--- config.mk ---
export PLATFORM = sky130hd
export DESIGN_NAME = adp_port_pair
export DESIGN_NICKNAME = d
export VERILOG_FILES = /design/src/rtl/adp_pkg.sv /design/src/rtl/adp_latch.sv /design/src/rtl/adp_pin_sampler.sv /design/src/rtl/adp_lo_drive.sv /design/src/rtl/adp_hi_drive.sv /design/src/rtl/adp_port_pair.sv
export SDC_FILE = /design/constraint.sdc
export NUM_CORES = 1
export LEC_CHECK = 0
export BUFFER_PORTS_ARGS = -buffer_cell sky130_fd_sc_hd__buf_2
export CORE_MARGIN = 2
export CORE_UTILIZATION = 35
export DETAILED_ROUTE_END_ITERATION = 7
export GPL_ROUTABILITY_DRIVEN = 0
export PLACE_DENSITY = 0.76
export SYNTH_ARGS = -nofsm -noshare
export SYNTH_HDL_FRONTEND = slang
export SYNTH_SLANG_ARGS = --single-unit
--- constraint.sdc ---
create_clock -name clk_i -period 1 [get_ports clk_i]
set_input_delay 0.1 -clock clk_i [delete_from_list [all_inputs] [get_ports clk_i]]
set_output_delay 0.1 -clock clk_i [all_outputs]
set_load 0.03 [all_outputs]
--- src/rtl/adp_pkg.sv ---
package adp_pkg;
  typedef enum logic [1:0] {
    PH_IDLE = 2'b00,
    PH_ADDR = 2'b01,
    PH_DOUT = 2'b10,
    PH_DIN  = 2'b11
  } bus_phase_e;
endpackage

--- src/rtl/adp_latch.sv ---
module adp_latch #(
  parameter int W = 8
) (
  input  logic         clk_i,
  input  logic         rst_ni,
  input  logic         wr_i,
  input  logic [W-1:0] wdata_i,
  input  logic         force_i,
  input  logic         hold_i,
  output logic [W-1:0] q_o
);
  always_ff @(posedge clk_i or negedge rst_ni) begin
    if (!rst_ni)            q_o <= '1;
    else if (force_i)       q_o <= '1;   // bus force beats CPU write
    else if (wr_i && !hold_i) q_o <= wdata_i;
  end
endmodule

--- src/rtl/adp_pin_sampler.sv ---
module adp_pin_sampler #(
  parameter int W = 8
) (
  input  logic         clk_i,
  input  logic         rst_ni,
  input  logic [W-1:0] pin_i,
  output logic [W-1:0] q_o
);
  always_ff @(posedge clk_i or negedge rst_ni) begin
    if (!rst_ni) q_o <= '0;
    else         q_o <= pin_i;
  end
endmodule

--- src/rtl/adp_lo_drive.sv ---
module adp_lo_drive
  import adp_pkg::*;
#(
  parameter int W = 8
) (
  input  bus_phase_e   phase_i,
  input  logic [W-1:0] latch_i,
  input  logic [W-1:0] addr_i,
  input  logic [W-1:0] wdata_i,
  output logic [W-1:0] oe_o,
  output logic [W-1:0] do_o
);
  for (genvar b = 0; b < W; b++) begin : g_bit
    always_comb begin
      unique case (phase_i)
        PH_ADDR: begin oe_o[b] = 1'b1;        do_o[b] = addr_i[b];  end
        PH_DOUT: begin oe_o[b] = 1'b1;        do_o[b] = wdata_i[b]; end
        PH_DIN:  begin oe_o[b] = 1'b0;        do_o[b] = 1'b0;       end
        default: begin oe_o[b] = ~latch_i[b]; do_o[b] = 1'b0;       end // open drain
      endcase
    end
  end
endmodule

--- src/rtl/adp_hi_drive.sv ---
module adp_hi_drive #(
  parameter int W = 8
) (
  input  logic         bus_act_i,
  input  logic [W-1:0] latch_i,
  input  logic [W-1:0] addr_i,
  output logic [W-1:0] oe_o,
  output logic [W-1:0] do_o
);
  assign oe_o = '1;  // pull-up network: always driven
  assign do_o = bus_act_i ? addr_i : latch_i;
endmodule

--- src/rtl/adp_port_pair.sv ---
module adp_port_pair
  import adp_pkg::*;
#(
  parameter int W  = 8,
  localparam int AW = 2 * W
) (
  input  logic          clk_i,
  input  logic          rst_ni,
  input  logic          wr_lo_i,
  input  logic          wr_hi_i,
  input  logic [W-1:0]  wdata_i,
  input  logic [1:0]    bus_phase_i,
  input  logic [AW-1:0] bus_addr_i,
  input  logic [W-1:0]  bus_wdata_i,
  input  logic [W-1:0]  lo_pin_i,
  input  logic [W-1:0]  hi_pin_i,
  output logic [W-1:0]  lo_oe_o,
  output logic [W-1:0]  lo_do_o,
  output logic [W-1:0]  hi_oe_o,
  output logic [W-1:0]  hi_do_o,
  output logic [W-1:0]  lo_latch_rd_o,
  output logic [W-1:0]  hi_latch_rd_o,
  output logic [W-1:0]  lo_pin_rd_o,
  output logic [W-1:0]  hi_pin_rd_o
);
  bus_phase_e phase;
  logic       bus_act;
  logic [W-1:0] lo_q, hi_q;

  assign phase   = bus_phase_e'(bus_phase_i);
  assign bus_act = (phase != PH_IDLE);

  adp_latch #(.W(W)) u_lo_latch (
    .clk_i, .rst_ni, .wr_i(wr_lo_i), .wdata_i,
    .force_i(bus_act), .hold_i(1'b0), .q_o(lo_q)
  );

  adp_latch #(.W(W)) u_hi_latch (
    .clk_i, .rst_ni, .wr_i(wr_hi_i), .wdata_i,
    .force_i(1'b0), .hold_i(bus_act), .q_o(hi_q)
  );

  adp_pin_sampler #(.W(W)) u_lo_pin (
    .clk_i, .rst_ni, .pin_i(lo_pin_i), .q_o(lo_pin_rd_o)
  );

  adp_pin_sampler #(.W(W)) u_hi_pin (
    .clk_i, .rst_ni, .pin_i(hi_pin_i), .q_o(hi_pin_rd_o)
  );

  adp_lo_drive #(.W(W)) u_lo_drv (
    .phase_i(phase), .latch_i(lo_q), .addr_i(bus_addr_i[W-1:0]),
    .wdata_i(bus_wdata_i), .oe_o(lo_oe_o), .do_o(lo_do_o)
  );

  adp_hi_drive #(.W(W)) u_hi_drv (
    .bus_act_i(bus_act), .latch_i(hi_q), .addr_i(bus_addr_i[AW-1:W]),
    .oe_o(hi_oe_o), .do_o(hi_do_o)
  );

  assign lo_latch_rd_o = lo_q;
  assign hi_latch_rd_o = hi_q;
endmodule

==> results.cfg, run 1 <==
[run_status]
status = complete, but fails checks
violations = setup timing

[timing]
setup_viol = 39
skew_ns = 0
finalMaxSlewViolations = 0
hold_violations = 0
finalCritPeriodShare_pct = 127
min_period_ns = 1.27
clock.fmax_ghz = 0.790
rsz0062_at_grt = yes
setup_ws_ns = -0.266

[global_route]
grt_max_degree = 22
grt-ovfl-total = 0
grt_pass1_wl_um = 8160
grt_usage_pct = 22.2
first_global_vias = 1591
antenna_found_initial = 0

[run]
maxCapViolations = 0

[logic_synthesis]
synth_seq_area_share_pct = 55.1
synth_mux_area_share_pct = 20.2
yosys.area.top_type = dfstp_2
synth_compound_area_share_pct = 6.72
yosys.area_share.simple_pct = 6.97
synth_top_cell_area_share_pct = 28.2
ys.flop_type = dfstp_2
ys_types = 19
synthAdderAreaFrac_pct = 2.52
ys_ff_latch = 32
synth_top_family_by_area = multiplexers
syn_area_per_cell_um2 = 13.5
synth-edff-count = 0
yosysWarnings = 0
synth_common_cells = 16 x dfrtp_1, 16 x dfstp_2, 11 x mux2_4
ys_async_sr_fraction_pct = 100
syn_inst = 110
synth_top_cells_by_area = dfstp_2 28%, dfrtp_1 27%, mux2_4 11%, mux2i_1 5.4%, a22oi_1 4.0%
yosys.area_share.xor_xnor_pct = 0
syn_area_um2 = 1490

[route]
antenna_left = 0
num_vias = 1449
drc = 0
drt-total-wl_um = 5290
wl_per_cell_um = 17.0
viasPerCell = 4.67
first_pass_iters = 4
drt-initial-drc-count = 50

[pwr]
ir_worst_vdd_v = 0.000760
p_sw_uw = 1470
p_per_area_nw_per_um2 = 1500
total_power_uw = 4590
clkPwrFrac_pct = 27.0
p_int_uw = 3110
combPwrFrac_pct = 39.3
switching_share_pct = 32.1
leakage_uw = 0.00149
seq_power_share_pct = 33.7

[setup_path]
max_stage_delay_ns = 0.57
path_max_fanout = 3
endpoint_kind = primary output
start_kind = register
path_cells = mux2_4, buf_6
cp_slowest_cell = dfstp_2
worstPathArrival_ns = 1.17
cp.required_ns = 0.90
path_class = register to primary output

[layout]
fin_nets = 316
area_delta_synth_final_pct = 106
n_fill_cell = 246
antenna-diode-count = 0
drive_above_1_share_pct = 78.1
utilization_pct = 75.6

[clock_tree]
cts_made_buffers = 5
path_clk_slew_ns = 0.07
clock_path_buffers = 2
clock_latency_ns = 0.29
cts_tree = built
cts_root_buffer = clkbuf_8
htreeDepth = 2
numClockSinks = 32

[die]
ios = 118
rows = 23
die_area_um2 = 4800
initial_utilization_pct = 36.7
fp.dieW_um = 69.3
core_area_um2 = 4060
die_h_um = 69.3

[worst_hold_path]
min_path_type = primary input to register

[place]
numPortBuffers = 109
hpwl_um = 3140
[metrics by stage]
| stage | cell area (um2) | setup WS [ns] | instances | setup TNS, ns | hold slack (ns) |
|---|---|---|---|---|---|
| final | 3070 | -0.266 | 310 | -5.04 | 0.0582 |
| after global routing | 3070 | -0.293 | 310 | -6.30 | 0.0539 |
| after CTS | 2930 | -0.224 | 301 | -4.61 | 0.0546 |
| after detailed placement | 2200 | -0.268 | 268 | -7.24 | -0.00164 |
| after global placement | 2200 | -0.257 | 268 | -6.96 | -0.00356 |
| after floorplan | 1630 | -0.0209 | 117 | -0.0235 | -0.196 |
[layout make-up]
class	instances	area [um2]	share of cell area, %
sequential	32	821	26.8
timing repair buffer	149	1260	41.2
multi-input combinational	69	782	25.5
clock inverter	3	42.5	1.39
inverter	2	27.5	0.897
clock buffer	5	68.8	2.24
tap	50	62.6	2.04
[registers in the layout, indices dropped and copies added (netlist names)]
name            cells
u_lo_latch.q_o      8
u_lo_pin.q_o        8
u_hi_pin.q_o        8
u_hi_latch.q_o      8
[kinds of logic (layout without fill, tap and decap cells)]
| group | after synthesis | after routing |
|---|---|---|
| flip-flops | 32 | 32 |
| multiplexers | 24 | 24 |
| AND/OR/NAND/NOR | 18 | 18 |
| AO/OA/AOI/OAI | 16 | 16 |
| buffers and inverters | 16 | 159 |
| adder cells (fa/ha/maj) | 3 | 3 |
| other | 1 | 8 |
[power by group through the flow]
stage | Clock (uW) | Combinational (uW) | Sequential, uW
3_3_place_gp | 0 | 1190 | 1550
2_1_floorplan | 0 | 611 | 1760
5_1_grt | 1340 | 1890 | 1560
4_1_cts | 1260 | 1590 | 1540
3_5_place_dp | 0 | 1200 | 1560
6_report | 1240 | 1810 | 1540
[what timing repair did]
item                       in CTS  in global routing
hold buffers                   17                  0
hold endpoints to repair       34                  0
gates resized for setup       107                 20
setup endpoints to repair      40                 40
pin swaps                       8                  3
buffers inserted                8                  9
[cells in the final DEF (no fill, tap or decap)]
cell and count:
dlygate4sd3_1 17, nor2b_4 8, buf_6 52, dfrtp_1 16
ha_4 3, buf_4 7, bufinv_16 1, clkbuf_8 5
a21oi_4 2, clkinvlp_4 1, inv_8 1, dfstp_2 16
clkinv_2 1, buf_2 67, buf_12 6, a21oi_2 6
nand2_8 1, inv_12 1, a22oi_2 8, nand2_1 8
mux2_4 16, nor2_4 1, mux2i_1 8, conb_1 8
[per-layer routing]
metal	vias to the layer above	part of all wire [%]	global-route usage, %
met5	-	0	0
met2	90	53	42.2
li1	656	-	-
met4	0	1.4	7.84
met3	7	8.8	6.54
met1	696	37	22.7
[critical path, delay by kind of cell, from the launching register on]
| kind | cells | cell delay, ns |
|---|---|---|
| DFF | 1 | 0.57 |
| muxes | 1 | 0.18 |
| buffers and inverters | 1 | 0.13 |
[path summary, 6_finish.rpt]
check / startpoint / to / slack [ns] / depth (start not counted)
worst min register to register: u_lo_latch.q_o[0]$_DFFE_PN1P_ / u_lo_latch.q_o[0]$_DFFE_PN1P_ / 0.57 / 2
worst max register to register: u_hi_latch.q_o[2]$_DFFE_PN1P_ / u_hi_latch.q_o[2]$_DFFE_PN1P_ / -0.01 / 4
worst max-delay path: u_hi_latch.q_o[5]$_DFFE_PN1P_ / hi_do_o[5] / -0.27 / 2
worst min-delay path: wdata_i[3] / u_hi_latch.q_o[3]$_DFFE_PN1P_ / 0.06 / 2
max in group asynchronous: rst_ni / u_lo_latch.q_o[3]$_DFFE_PN1P_ / 0.31 / 3
min in group asynchronous: rst_ni / u_lo_pin.q_o[6]$_DFF_PN0_ / 0.21 / 2
No activity file was read; power rests on OpenSTA's default activity.
==> run 2, diff against run 1 <==
--- a/config.mk
+++ b/config.mk
@@ -6,7 +6,6 @@
 export NUM_CORES = 1
 export LEC_CHECK = 0
 export BUFFER_PORTS_ARGS = -buffer_cell sky130_fd_sc_hd__buf_2
-export CORE_MARGIN = 2
 export CORE_UTILIZATION = 35
 export DETAILED_ROUTE_END_ITERATION = 7
 export GPL_ROUTABILITY_DRIVEN = 0
==> results.cfg, run 2 (synthesized netlist as in run 1, its figures left out) <==
[global_route]
grt_usage_pct = 21.6
grt_pass1_wl_um = 6910
first_global_vias = 1400
grt_max_degree = 20
grt-ovfl-total = 0
antenna_found_initial = 0

[layout]
final_common_cell = buf_2
drive_above_1_share_pct = 77.7
antenna-diode-count = 0
n_fill_cell = 242
final_area_um2 = 3010
area_delta_synth_final_pct = 102
final_cell_mix = 67 x buf_2, 47 x buf_6, 17 x dlygate4sd3_1
fin_nets = 312

[timing]
finalMaxSlewViolations = 0
hold_slack_ns = 0.0641
min_period_ns = 1.23
hold_violations = 0
rsz0062_at_grt = yes
finalCritPeriodShare_pct = 123
setup_ws_ns = -0.234
clock.fmax_ghz = 0.810
setup_viol = 35
skew_ns = 0

[die]
rows = 23
initial_utilization_pct = 36.7
die_h_um = 67.3
core_area_um2 = 4060
die_area_um2 = 4520
fp.dieW_um = 67.3
ios = 118

[run]
maxCapViolations = 0

[route]
drt-total-wl_um = 4830
drt-initial-drc-count = 93
drc = 0
viasPerCell = 4.69
antenna_left = 0
num_vias = 1436
first_pass_iters = 3
wl_per_cell_um = 15.8

[run_status]
violations = setup timing
status = complete, but fails checks

[setup_path]
cp-startpoint = u_hi_latch.q_o[5]$_DFFE_PN1P_
path_max_fanout = 3
r2r_slack_ns = 0.05
path_class = register to primary output
worstReg2RegStart = u_hi_latch.q_o[2]$_DFFE_PN1P_
r2r-end = u_hi_latch.q_o[2]$_DFFE_PN1P_
endpoint_kind = primary output
r2r_cells = 3
worstPathArrival_ns = 1.13
cp.required_ns = 0.90
start_kind = register

[pwr]
leakage_uw = 0.00147
p_per_area_nw_per_um2 = 1490
ir_worst_vdd_v = 0.000526
total_power_uw = 4500

[worst_hold_path]
hold_depth = 3
worstHoldEndpoint = u_lo_latch.q_o[2]$_DFFE_PN1P_
min_path_type = primary input to register
worstHoldStart = wdata_i[2]

[clock_tree]
clock_path_buffers = 2
htreeDepth = 2
cts_tree = built
cts_root_buffer = clkbuf_8
clock_latency_ns = 0.27
path_clk_slew_ns = 0.07
numClockSinks = 32
cts_made_buffers = 5

[place]
numPortBuffers = 109
hpwl_um = 2890
placed_area_um2 = 2220
post-place-ws_ns = -0.247
[run 2: cell types whose count changed in the layout (fill, tap and decap cells not counted), sizes merged]
cell / delta
buf: -4
[run 2: metrics by stage]
step | setup TNS [ns] | util, % | std cells
2_1_floorplan | -0.0235 | - | 117
3_3_place_gp | -5.70 | 54.7 | 271
3_5_place_dp | -6.07 | 54.7 | 271
4_1_cts | -4.40 | 72.4 | 300
5_1_grt | -5.71 | 74.3 | 306
6_report | -4.57 | 74.3 | 306
[run 2: final cells by class]
cell class	count	area, um2	area share, %
timing repair buffer	145	1210	40.1
inverter	2	27.5	0.913
clock inverter	3	42.5	1.41
sequential	32	821	27.2
clock buffer	5	68.8	2.28
tap	50	62.6	2.08
multi-input combinational	69	782	25.9
[run 2: worst max-delay path: stages (launching register included)]
cell and delay [ns]:
dfstp_2 0.57, mux2_4 0.17, buf_6 0.12
[run 2: routing by layer]
layer	track usage [%]	part of all wire [%]	vias up
met5	0	0	-
met2	41.8	56	91
li1	-	-	645
met3	6.08	7.3	13
met4	10.4	2.8	0
met1	20.7	34	687
[run 2: report_power, final]
| part | switching (uW) | internal (uW) | total, uW | leakage (uW) |
|---|---|---|---|---|
| clock network | 475 | 736 | 1210 | 0.0000541 |
| registers | 87.3 | 1460 | 1540 | 0.000355 |
| logic | 864 | 876 | 1740 | 0.00106 |
| total | 1430 | 3070 | 4500 | 0.00147 |
[run 2: repair_timing]
action	4_1_cts	5_1_grt
resized for setup	114	8
buffers inserted	4	6
endpoints found under the hold margin	33	0
pin swaps	8	3
endpoints found under the setup margin	40	40
hold buffers	17	0
[run 2: worst max path at each step]
stage                  to  slack (ns)  depth (start not counted)
2_1_floorplan  lo_oe_o[1]       -0.02                          6
3_5_place_dp   lo_oe_o[0]       -0.25                          8
5_1_grt        hi_do_o[2]       -0.27                          2
3_3_place_gp   hi_do_o[0]       -0.23                          6
4_1_cts        hi_do_o[1]       -0.22                          2
6_report       hi_do_o[5]       -0.23                          2
